### src/rtl/sectdma_pkg.sv
package sectdma_pkg;

  typedef enum logic [2:0] {
    S_IDLE,
    S_SECT,
    S_PRE_CMD,
    S_PRE_DATA,
    S_MAIN_CMD,
    S_MAIN_DATA
  } state_t;

  typedef struct packed {
    logic loadSession;
    logic loadChunk;
    logic advByte;
    logic nextSector;
    logic finishChunk;
    logic bufWrite;
  } ctrl_t;

endpackage

### src/rtl/sectdma_datapath.sv
module sectdma_datapath
  import sectdma_pkg::*;
#(
  parameter int SECT_BYTES = 512,
  parameter int OPT_BYTES  = 2048,
  parameter int ADDR_W     = 32,
  parameter int LEN_W      = 16,
  parameter int BASE_W     = 16,
  localparam int SECT_SH   = $clog2(SECT_BYTES),
  localparam int OPT_SH    = $clog2(OPT_BYTES),
  localparam int SEC_W     = ADDR_W - SECT_SH
) (
  input  logic                clk,
  input  logic                rstN,
  input  ctrl_t               ctl,
  input  logic [BASE_W-1:0]   startBase,
  input  logic                startOptical,
  input  logic [LEN_W-1:0]    startTotal,
  input  logic [LEN_W-1:0]    chunkLen,
  input  logic [7:0]          stRdData,
  input  logic [7:0]          hostWrData,
  output logic                inRange,
  output logic                sectPartial,
  output logic                lastByte,
  output logic                onLastSector,
  output logic                remDepleted,
  output logic [SEC_W-1:0]    stCmdSector,
  output logic [7:0]          stWrData,
  output logic signed [LEN_W:0] remCount,
  output logic [ADDR_W-1:0]   doneCount
);

  logic [ADDR_W-1:0]   baseOff, bufIndex, chunkStart, nStart, absPos, sectStart;
  logic [ADDR_W:0]     chunkEnd, nEnd, nEndM1, sectEnd;
  logic signed [LEN_W:0] remaining, remAfter;
  logic [LEN_W-1:0]    chunkLenQ;
  logic [SEC_W-1:0]    curSector, lastSector;
  logic [SECT_SH-1:0]  byteIdx;
  logic [7:0]          secBuf [SECT_BYTES];

  assign nStart    = baseOff + bufIndex;
  assign nEnd      = {1'b0, nStart} + (ADDR_W+1)'(chunkLen);
  assign nEndM1    = nEnd - {{ADDR_W{1'b0}}, 1'b1};
  assign absPos    = {curSector, byteIdx};
  assign sectStart = {curSector, {SECT_SH{1'b0}}};
  assign sectEnd   = {1'b0, sectStart} + (ADDR_W+1)'(SECT_BYTES);
  assign remAfter  = remaining - $signed({1'b0, chunkLenQ});

  assign inRange      = (absPos >= chunkStart) && ({1'b0, absPos} < chunkEnd);
  assign sectPartial  = (sectStart < chunkStart) || (chunkEnd < sectEnd);
  assign lastByte     = &byteIdx;
  assign onLastSector = (curSector == lastSector);
  assign remDepleted  = remAfter[LEN_W] || (remAfter == '0);
  assign stCmdSector  = curSector;
  assign stWrData     = inRange ? hostWrData : secBuf[byteIdx];
  assign remCount     = remaining;
  assign doneCount    = bufIndex;

  always_ff @(posedge clk or negedge rstN) begin
    if (!rstN) begin
      baseOff    <= '0;
      bufIndex   <= '0;
      remaining  <= '0;
      chunkStart <= '0;
      chunkEnd   <= '0;
      chunkLenQ  <= '0;
      curSector  <= '0;
      lastSector <= '0;
      byteIdx    <= '0;
    end else begin
      if (ctl.loadSession) begin
        baseOff   <= startOptical ? ADDR_W'({startBase, {OPT_SH{1'b0}}})
                                  : ADDR_W'({startBase, {SECT_SH{1'b0}}});
        bufIndex  <= '0;
        remaining <= $signed({1'b0, startTotal});
      end
      if (ctl.loadChunk) begin
        chunkStart <= nStart;
        chunkEnd   <= nEnd;
        chunkLenQ  <= chunkLen;
        curSector  <= SEC_W'(nStart >> SECT_SH);
        lastSector <= SEC_W'(nEndM1 >> SECT_SH);
        byteIdx    <= '0;
      end
      if (ctl.advByte)    byteIdx   <= byteIdx + SECT_SH'(1);
      if (ctl.nextSector) curSector <= curSector + SEC_W'(1);
      if (ctl.finishChunk) begin
        remaining <= remAfter;
        bufIndex  <= bufIndex + ADDR_W'(chunkLenQ);
      end
    end
  end

  always_ff @(posedge clk) begin
    if (ctl.bufWrite) secBuf[byteIdx] <= stRdData;
  end


  counts_step_chk: assert property (@(posedge clk) disable iff (!rstN)
    ctl.finishChunk |=> (doneCount == $past(doneCount) + ADDR_W'($past(chunkLenQ)))
                     && (remCount == $past(remCount) - $signed({1'b0, $past(chunkLenQ)})));


  byte_walk_chk: assert property (@(posedge clk) disable iff (!rstN)
    (!ctl.advByte && !ctl.loadChunk) |=> $stable(byteIdx));

endmodule

### src/rtl/sectdma_ctrl.sv
module sectdma_ctrl
  import sectdma_pkg::*;
(
  input  logic  clk,
  input  logic  rstN,
  input  logic  startValid,
  input  logic  chunkValid,
  input  logic  chunkWrite,
  input  logic  stCmdReady,
  input  logic  stRdValid,
  input  logic  hostRdReady,
  input  logic  hostWrValid,
  input  logic  stWrReady,
  input  logic  stErr,
  input  logic  inRange,
  input  logic  sectPartial,
  input  logic  lastByte,
  input  logic  onLastSector,
  input  logic  remDepleted,
  output ctrl_t ctl,
  output logic  startReady,
  output logic  chunkReady,
  output logic  stCmdValid,
  output logic  stCmdWrite,
  output logic  stRdReady,
  output logic  hostRdValid,
  output logic  stWrValid,
  output logic  hostWrReady,
  output logic  xferDone,
  output logic  errFlag
);

  state_t state, stateNx;
  logic   sessOpen, wrQ, doneQ, errQ, abort, byteHs;

  assign startReady = (state == S_IDLE);
  assign chunkReady = (state == S_IDLE) && sessOpen && !startValid;
  assign abort      = stErr && (state != S_IDLE);
  assign xferDone   = doneQ;
  assign errFlag    = errQ;

  always_comb begin
    stateNx     = state;
    ctl         = '0;
    stCmdValid  = 1'b0;
    stCmdWrite  = 1'b0;
    stRdReady   = 1'b0;
    hostRdValid = 1'b0;
    stWrValid   = 1'b0;
    hostWrReady = 1'b0;
    byteHs      = 1'b0;
    ctl.loadSession = startValid && startReady;
    ctl.loadChunk   = chunkValid && chunkReady;
    case (state)
      S_IDLE:     if (ctl.loadChunk) stateNx = S_SECT;
      S_SECT:     stateNx = (wrQ && sectPartial) ? S_PRE_CMD : S_MAIN_CMD;
      S_PRE_CMD: begin
        stCmdValid = 1'b1;
        if (stCmdReady) stateNx = S_PRE_DATA;
      end
      S_PRE_DATA: begin
        stRdReady    = 1'b1;
        byteHs       = stRdValid;
        ctl.bufWrite = byteHs;
        if (byteHs && lastByte) stateNx = S_MAIN_CMD;
      end
      S_MAIN_CMD: begin
        stCmdValid = 1'b1;
        stCmdWrite = wrQ;
        if (stCmdReady) stateNx = S_MAIN_DATA;
      end
      S_MAIN_DATA: begin
        if (wrQ) begin
          stWrValid   = inRange ? hostWrValid : 1'b1;
          hostWrReady = inRange && stWrReady;
          byteHs      = stWrValid && stWrReady;
        end else begin
          hostRdValid = stRdValid && inRange;
          stRdReady   = inRange ? hostRdReady : 1'b1;
          byteHs      = stRdValid && stRdReady;
        end
        if (byteHs && lastByte) begin
          if (onLastSector) begin
            ctl.finishChunk = 1'b1;
            stateNx = S_IDLE;
          end else begin
            ctl.nextSector = 1'b1;
            stateNx = S_SECT;
          end
        end
      end
      default: stateNx = S_IDLE;
    endcase
    ctl.advByte = byteHs;
    if (abort) begin
      stateNx         = S_IDLE;
      ctl.finishChunk = 1'b0;
      ctl.nextSector  = 1'b0;
    end
  end

  always_ff @(posedge clk or negedge rstN) begin
    if (!rstN) begin
      state    <= S_IDLE;
      sessOpen <= 1'b0;
      wrQ      <= 1'b0;
      doneQ    <= 1'b0;
      errQ     <= 1'b0;
    end else begin
      state <= stateNx;
      doneQ <= ctl.finishChunk && remDepleted;
      if (ctl.loadChunk) wrQ <= chunkWrite;
      if (ctl.loadSession)                        sessOpen <= 1'b1;
      else if (abort)                             sessOpen <= 1'b0;
      else if (ctl.finishChunk && remDepleted)    sessOpen <= 1'b0;
      if (ctl.loadSession) errQ <= 1'b0;
      else if (abort)      errQ <= 1'b1;
    end
  end


  err_abort_chk: assert property (@(posedge clk) disable iff (!rstN)
    (stErr && !startReady) |=> (errFlag && startReady && !chunkReady));


  done_idle_chk: assert property (@(posedge clk) disable iff (!rstN)
    xferDone |-> (startReady && !sessOpen));


  cmd_hold_chk: assert property (@(posedge clk) disable iff (!rstN)
    (stCmdValid && !stCmdReady && !stErr) |=> (stCmdValid && $stable(stCmdWrite)));


  prefetch_need_chk: assert property (@(posedge clk) disable iff (!rstN)
    (state == S_PRE_CMD) |-> (sectPartial && wrQ));

endmodule

### src/rtl/sector_align_dma.sv
module sector_align_dma
  import sectdma_pkg::*;
#(
  parameter int SECT_BYTES = 512,
  parameter int OPT_BYTES  = 2048,
  parameter int ADDR_W     = 32,
  parameter int LEN_W      = 16,
  parameter int BASE_W     = 16,
  localparam int SEC_W     = ADDR_W - $clog2(SECT_BYTES)
) (
  input  logic                  clk,
  input  logic                  rstN,
  input  logic                  startValid,
  output logic                  startReady,
  input  logic [BASE_W-1:0]     startBase,
  input  logic                  startOptical,
  input  logic [LEN_W-1:0]      startTotal,
  input  logic                  chunkValid,
  output logic                  chunkReady,
  input  logic [LEN_W-1:0]      chunkLen,
  input  logic                  chunkWrite,
  output logic                  hostRdValid,
  input  logic                  hostRdReady,
  output logic [7:0]            hostRdData,
  input  logic                  hostWrValid,
  output logic                  hostWrReady,
  input  logic [7:0]            hostWrData,
  output logic                  stCmdValid,
  input  logic                  stCmdReady,
  output logic                  stCmdWrite,
  output logic [SEC_W-1:0]      stCmdSector,
  input  logic                  stRdValid,
  output logic                  stRdReady,
  input  logic [7:0]            stRdData,
  output logic                  stWrValid,
  input  logic                  stWrReady,
  output logic [7:0]            stWrData,
  input  logic                  stErr,
  output logic                  xferDone,
  output logic                  errFlag,
  output logic signed [LEN_W:0] remCount,
  output logic [ADDR_W-1:0]     doneCount
);

  ctrl_t ctl;
  logic  inRange, sectPartial, lastByte, onLastSector, remDepleted;

  assign hostRdData = stRdData;

  sectdma_ctrl u_ctrl (
    .clk, .rstN, .startValid, .chunkValid, .chunkWrite, .stCmdReady,
    .stRdValid, .hostRdReady, .hostWrValid, .stWrReady, .stErr,
    .inRange, .sectPartial, .lastByte, .onLastSector, .remDepleted,
    .ctl, .startReady, .chunkReady, .stCmdValid, .stCmdWrite, .stRdReady,
    .hostRdValid, .stWrValid, .hostWrReady, .xferDone, .errFlag
  );

  sectdma_datapath #(
    .SECT_BYTES(SECT_BYTES), .OPT_BYTES(OPT_BYTES), .ADDR_W(ADDR_W),
    .LEN_W(LEN_W), .BASE_W(BASE_W)
  ) u_dp (
    .clk, .rstN, .ctl, .startBase, .startOptical, .startTotal, .chunkLen,
    .stRdData, .hostWrData, .inRange, .sectPartial, .lastByte,
    .onLastSector, .remDepleted, .stCmdSector, .stWrData, .remCount, .doneCount
  );

endmodule

### config.mk
export PLATFORM = sky130hd
export DESIGN_NAME = sector_align_dma
export DESIGN_NICKNAME = d
export VERILOG_FILES = /design/src/rtl/sectdma_pkg.sv /design/src/rtl/sectdma_datapath.sv /design/src/rtl/sectdma_ctrl.sv /design/src/rtl/sector_align_dma.sv
export SDC_FILE = /design/constraint.sdc
export NUM_CORES = 2
export LEC_CHECK = 0
export BUFFER_PORTS_ARGS = -buffer_cell sky130_fd_sc_hd__buf_2
export CAP_MARGIN = 20
export CORE_MARGIN = 5
export CORE_UTILIZATION = 35
export CTS_CLUSTER_SIZE = 28
export DETAILED_ROUTE_END_ITERATION = 6
export PLACE_DENSITY = 0.46
export SLEW_MARGIN = 5
export SYNTH_ARGS = -nofsm -noshare
export SYNTH_HDL_FRONTEND = slang
export SYNTH_SLANG_ARGS = --single-unit
### constraint.sdc
create_clock -name clk -period 7.3 [get_ports clk]
set_input_delay 1.095 -clock clk [delete_from_list [all_inputs] [get_ports clk]]
set_output_delay 1.095 -clock clk [all_outputs]
set_load 0.01 [all_outputs]
# [After elaboration in Yosys (flattened, before gate mapping)]
# Memory sizes are Yosys's and may differ from the RTL's.
# Index checks and enable logic that the tools add are counted.
[totals] ff_bits=224 ramBits=4096 inputBits=76 memories=1
[memory_table] name="u_dp.secBuf" depth=512 word_bits=8 read_ports=1 rd_ports_with_merged_regs=0 wr=1 line_no="sectdma_datapath.sv:39" text="logic [7:0] secBuf [SECT_BYTES];"
[classes] n_addsub=8 order_cmp=4 eq_ne=11 muxes=47 n_reduce_logical=28
[op_table] operator="32-bit 2-to-1 mux" n=2
[op_table] operator="23-bit 2-to-1 mux" n=2
[op_table] operator="17-bit 2-to-1 mux" n=2
[op_table] operator="32-bit by 10-bit adder with 33-bit output, second input constant" n=1
[op_table] operator="32-bit by 16-bit adder with 33-bit output" n=1
[op_table] operator="32-bit by 33-bit less-than comparator with 1-bit output" n=1
[op_table] operator="33-bit less-than comparator" n=1
[op_table] operator="32-bit by 16-bit adder with 32-bit output" n=1
[op_table] operator="32-bit adder" n=1
[op_table] operator="32-bit greater-or-equal comparator" n=1
[op_table] operator="32-bit less-than comparator" n=1
[op_table] operator="32-bit by 1-bit subtractor with 32-bit output, second input constant" n=1
[op_table] operator="27-bit 2-to-1 mux" n=1
[op_table] operator="1-bit 2-to-1 mux" n=24
[op_table] operator="23-bit by 1-bit adder with 23-bit output, second input constant" n=1
[op_table] operator="23-bit == test" n=1
[op_table] operator="3-bit 2-to-1 mux" n=7
[op_table] operator="9-bit 2-to-1 mux" n=2
[op_table] operator="3-bit case mux with 6 select lines" n=1
[op_table] operator="17-bit zero test" n=1
[op_table] operator="17-bit subtractor" n=1
[op_table] operator="1-bit logical AND" n=14
[op_table] operator="9-bit by 1-bit adder with 9-bit output, second input constant" n=1
[op_table] operator="9-bit AND reduction" n=1
[op_table] operator="16 further kinds" n=28

# [Logic depth before layout (Yosys ltp)]
[logic_depth] word_depth=14 depth_mapped=22

# [Modules after synthesis]
# From an unflattened synthesis, not the netlist that was laid out.
[hier_totals] cells_unflattened=8437 area_unflattened_um2=173501.4
[modules_own_cells] mod="sectdma_datapath" instances=1 cells_each=8357 area_per_inst_um2=172862.0
[modules_own_cells] mod="sectdma_ctrl" instances=1 cells_each=72 area_per_inst_um2=579.3
[modules_own_cells] mod="sector_align_dma" instances=1 cells_each=8 area_per_inst_um2=60.1

# [Worst setup path after synthesis]
# Ideal clock, no wire load.
[synth_timing] path_type="register to output" from="reg u_dp.byteIdx[0]" to="out stWrData[6]" arrival_ps=4569 slack_ps=1636 stages_incl_launch_ff=22 path_buffers=8 path_cell_list="dfrtp_1 -> buf_2 -> buf_2 -> buf_4 -> buf_4 -> buf_2 -> buf_1 -> inv_1 -> ha_1 -> nand2b_1 -> a21o_1 -> a21o_1 -> a211oi_1 -> o21ai_0 -> o2111ai_1 -> a21oi_1 -> o22ai_1 -> or2_2 -> clkbuf_1 -> clkbuf_1 -> nor2_1 -> a21oi_1"
[synth_via] elab_chain_len=3 word_cells_on_any_way=5
[synth_lines] element="start, declared" line_no="sectdma_datapath.sv:38" text="logic [SECT_SH-1:0] byteIdx;"
[synth_lines] element="start signal, assigned" line_no="sectdma_datapath.sv:85" text="if (ctl.advByte) byteIdx <= byteIdx + SECT_SH'(1);"
[synth_lines] element="branches (longest 2 deep; another with memory 512 x 8 bit)"
[synth_lines] element="8-bit 2-to-1 mux (*)" line_no="sectdma_datapath.sv:55" text="assign stWrData = inRange ? hostWrData : secBuf[byteIdx];"
[synth_lines] element="end, declared" line_no="sector_align_dma.sv:37" text="output logic [7:0] stWrData,"
# Mark *: on every way between the ends.

# [Worst setup path after layout]
[layout_timing] from="reg u_dp.byteIdx[1]" to="out stWrData[4]"
# Same word-level chain as after synthesis.

==> results.ini <==
[min_path]
hp-class = in -> async

[global_route]
overflow = 0
grt_util_all_layers_pct = 19.0
antenna_found_initial = 32
grt_pass1_vias = 88709
grt_first_pass_wirelength_um = 700000
grt_max_degree = 212

[clock_network]
cts_max_path_buffers = 4
cts_tree = yes
insertion_delay_ps = 1040
path_clk_slew_ps = 60
clock-root-buffer = clkbuf_16
htree_levels = 5
clock_sinks = 4306
cts_buffers = 462

[finish]
syn_to_final_growth_pct = 14.5
layout-drive-gt1-share_pct = 27.7
final_nets = 9045
fillers = 43621
design_area_um2 = 199000

[routing]
route.detailed.wl_per_inst_um = 31.4
antenna_left = 0
via_per_inst = 5.45
finalWirelength_um = 493000
drt-initial-drc-count = 8409
drt-pass1-iter-count = 7
drc = 0
vias = 85498

[timing]
rsz0062_at_grt = false
worst_slew_pin_slew_ps = 1240
hold_ws_ps = 54.9
fin_crit_sh_pct = 96.6
setup_tns_ps = 0
slew_violations = 0
setup_viol = 0
skew_ps = 89.4
min_period_ps = 7050
hold_viol_final = 0
clock.fmax_ghz = 0.142
relSlewSlack_pct = 17.2

[floorplan]
die-width_um = 714
core_area_um2 = 494000
dieArea_um2 = 510000
num_rows = 258
initial_core_util_pct = 35.1
io_pins = 174
die_h_um = 714

[yosys]
ys_seq_area_share_pct = 73.9
synth-async-reset-ratio_pct = 4.88
synth_area_um2 = 174000
yosys_warnings = 0
synth_flop_cell = edfxtp_1
synth_seq_cells = 4306
syn_avg_cell_area_um2 = 20.8
synth_top_cell_area_share_pct = 70.9
synth.area.top_cells = edfxtp_1 71%, mux4_2 17%, dfrtp_1 3.0%, nor2_1 1.3%, ha_1 1.2%
ys_types = 99
synth_edf_count = 4096
synth_top_area_cell = edfxtp_1
syn-num-nets = 8600
syn_inst = 8360
synthTopCellsByCount = 4096 x edfxtp_1, 1334 x mux4_2, 623 x nor2_1
synth_most_common_cell = edfxtp_1

[critical_path]
cp-end-kind = primary output
crit-reg2reg-launch = u_dp.doneCount[9]$_DFFE_PN0P_
crit_type = reg -> out
crit_path_frequent_cell = mux4_2
cp_max_fo = 49
startpoint_type = flop
cp_cell_sequence = buf_12, buf_12, mux4_2, mux4_2, mux4_2, mux2i_1, o22ai_1, a21oi_1, buf_4, a41oi_1, buf_2
arrival_ps = 5960
path_buf_inv = 4
slowest_delay_ps = 760
r2r_slack_ps = 1780
crit_family = multiplexers
crit_path_start = u_dp.byteIdx[1]$_DFFE_PN0P_
cp_slowest_cell = dfrtp_4
r2r_end = u_dp.lastSector[20]$_DFFE_PN0P_
cp.required_ps = 6200
reg2reg_depth = 19

[power]
p_sw_mw = 16.1
swShare_pct = 26.2
power_mw = 61.3
combPwrFrac_pct = 17.4
power.internal_mw = 45.2
power_frac_seq_pct = 45.3
powerDensity_nw_per_um2 = 309
peakVddDrop_mv = 0.230
power.leakage_nw = 61.2
clkPwrFrac_pct = 37.3

[place]
gp_congestion = 0.783
place_hpwl_um = 301000
portBuffers = 173
placed_area_um2 = 184000

[status]
status = complete, no violations

[run]
maxCapViolations = 0

==> worst max path at each step <==
stage                             end  slack (ps)  cells after the start
final                     stWrData[4]         250                     11
after global routing      stWrData[4]          30                     14
after CTS                 stWrData[3]           2                     12
after detailed placement  stWrData[5]         390                     14
after global placement    stWrData[5]         300                     14
after floorplan           stWrData[6]        1640                     21
==> layout by cell type, fill, tap and decap left out, drive strengths merged, types with 23 or more instances in the layout <==
master     n
bufinv    35
xor2      62
o21ai    167
edfxtp  4096
mux2i     44
a21oi     91
nor2b     35
a211oi    23
and2      27
nand2    265
a21o      60
nor3      43
dfrtp    210
clkinv   205
nand4     31
a221o     28
clkbuf   574
mux2      24
xnor2     64
nand3     96
nor4      33
ha       160
nor2     623
and3      24
mux4    1334
buf      468
inv      133
==> state kept, by name, indices dropped and copies added (netlist names) <==
name,count
u_ctrl.errFlag,1
u_ctrl.sessOpen,1
u_ctrl.state,3
u_ctrl.wrQ,1
u_ctrl.xferDone,1
u_dp.baseOff,18
u_dp.byteIdx,9
u_dp.chunkEnd,33
u_dp.chunkLenQ,16
u_dp.chunkStart,32
u_dp.doneCount,32
u_dp.lastSector,23
u_dp.remCount,17
u_dp.secBuf,4096
u_dp.stCmdSector,23
==> timing repair <==
action / 4_1_cts / 5_1_grt
endpoints found under the setup margin: 8 / 2
gates resized for setup: 4 / 2
buffers inserted: 5 / 0
hold buffers: 0 / 0
==> cells by family (layout without fill, tap and decap cells) <==
group	Yosys count	in the layout	synth area share, %
flops	4306	4306	73.9
fa+ha+maj	164	164	1.20
buf+inv	603	1433	1.40
compound gates	501	501	1.89
simple gates	1258	1258	3.26
mux	1402	1402	17.7
xor+xnor	126	126	0.640
other cells	0	5	0
==> through the flow <==
step	setup WS (ps)	cells	util, %
floorplan	1640	8360	-
global placement	304	14789	37.1
detailed placement	392	14811	37.2
CTS	1.98	15665	40.2
global route	34.7	15691	40.2
finish	246	15695	40.2
==> final cells by class <==
class,instances,area (um2),area share (%)
clock buffers,574,12100,6.07
flip-flops and latches,4306,128000,64.6
diodes,5,12.5,0.00630
inverters,116,435,0.219
repair buffers,468,4080,2.05
clock inverters,275,2590,1.30
well taps,6500,8130,4.09
multi-input cells,3451,43100,21.7
==> power by group through the flow <==
| stage | combinational, mW | clock, mW | sequential, mW |
|---|---|---|---|
| floorplan | 7.09 | 0 | 28.2 |
| global placement | 10.7 | 0 | 28.3 |
| detailed placement | 10.8 | 0 | 28.3 |
| CTS | 10.9 | 23.5 | 27.8 |
| global route | 11.6 | 24.5 | 27.8 |
| finish | 10.7 | 22.9 | 27.8 |
==> per-layer routing <==
layer	global-route usage [%]	share of wire, %
met1	27.5	44
met2	30.7	48
met3	2.55	5.5
met4	4.34	2.4
met5	0	0.0083
Power figures use the tool's default switching activity.
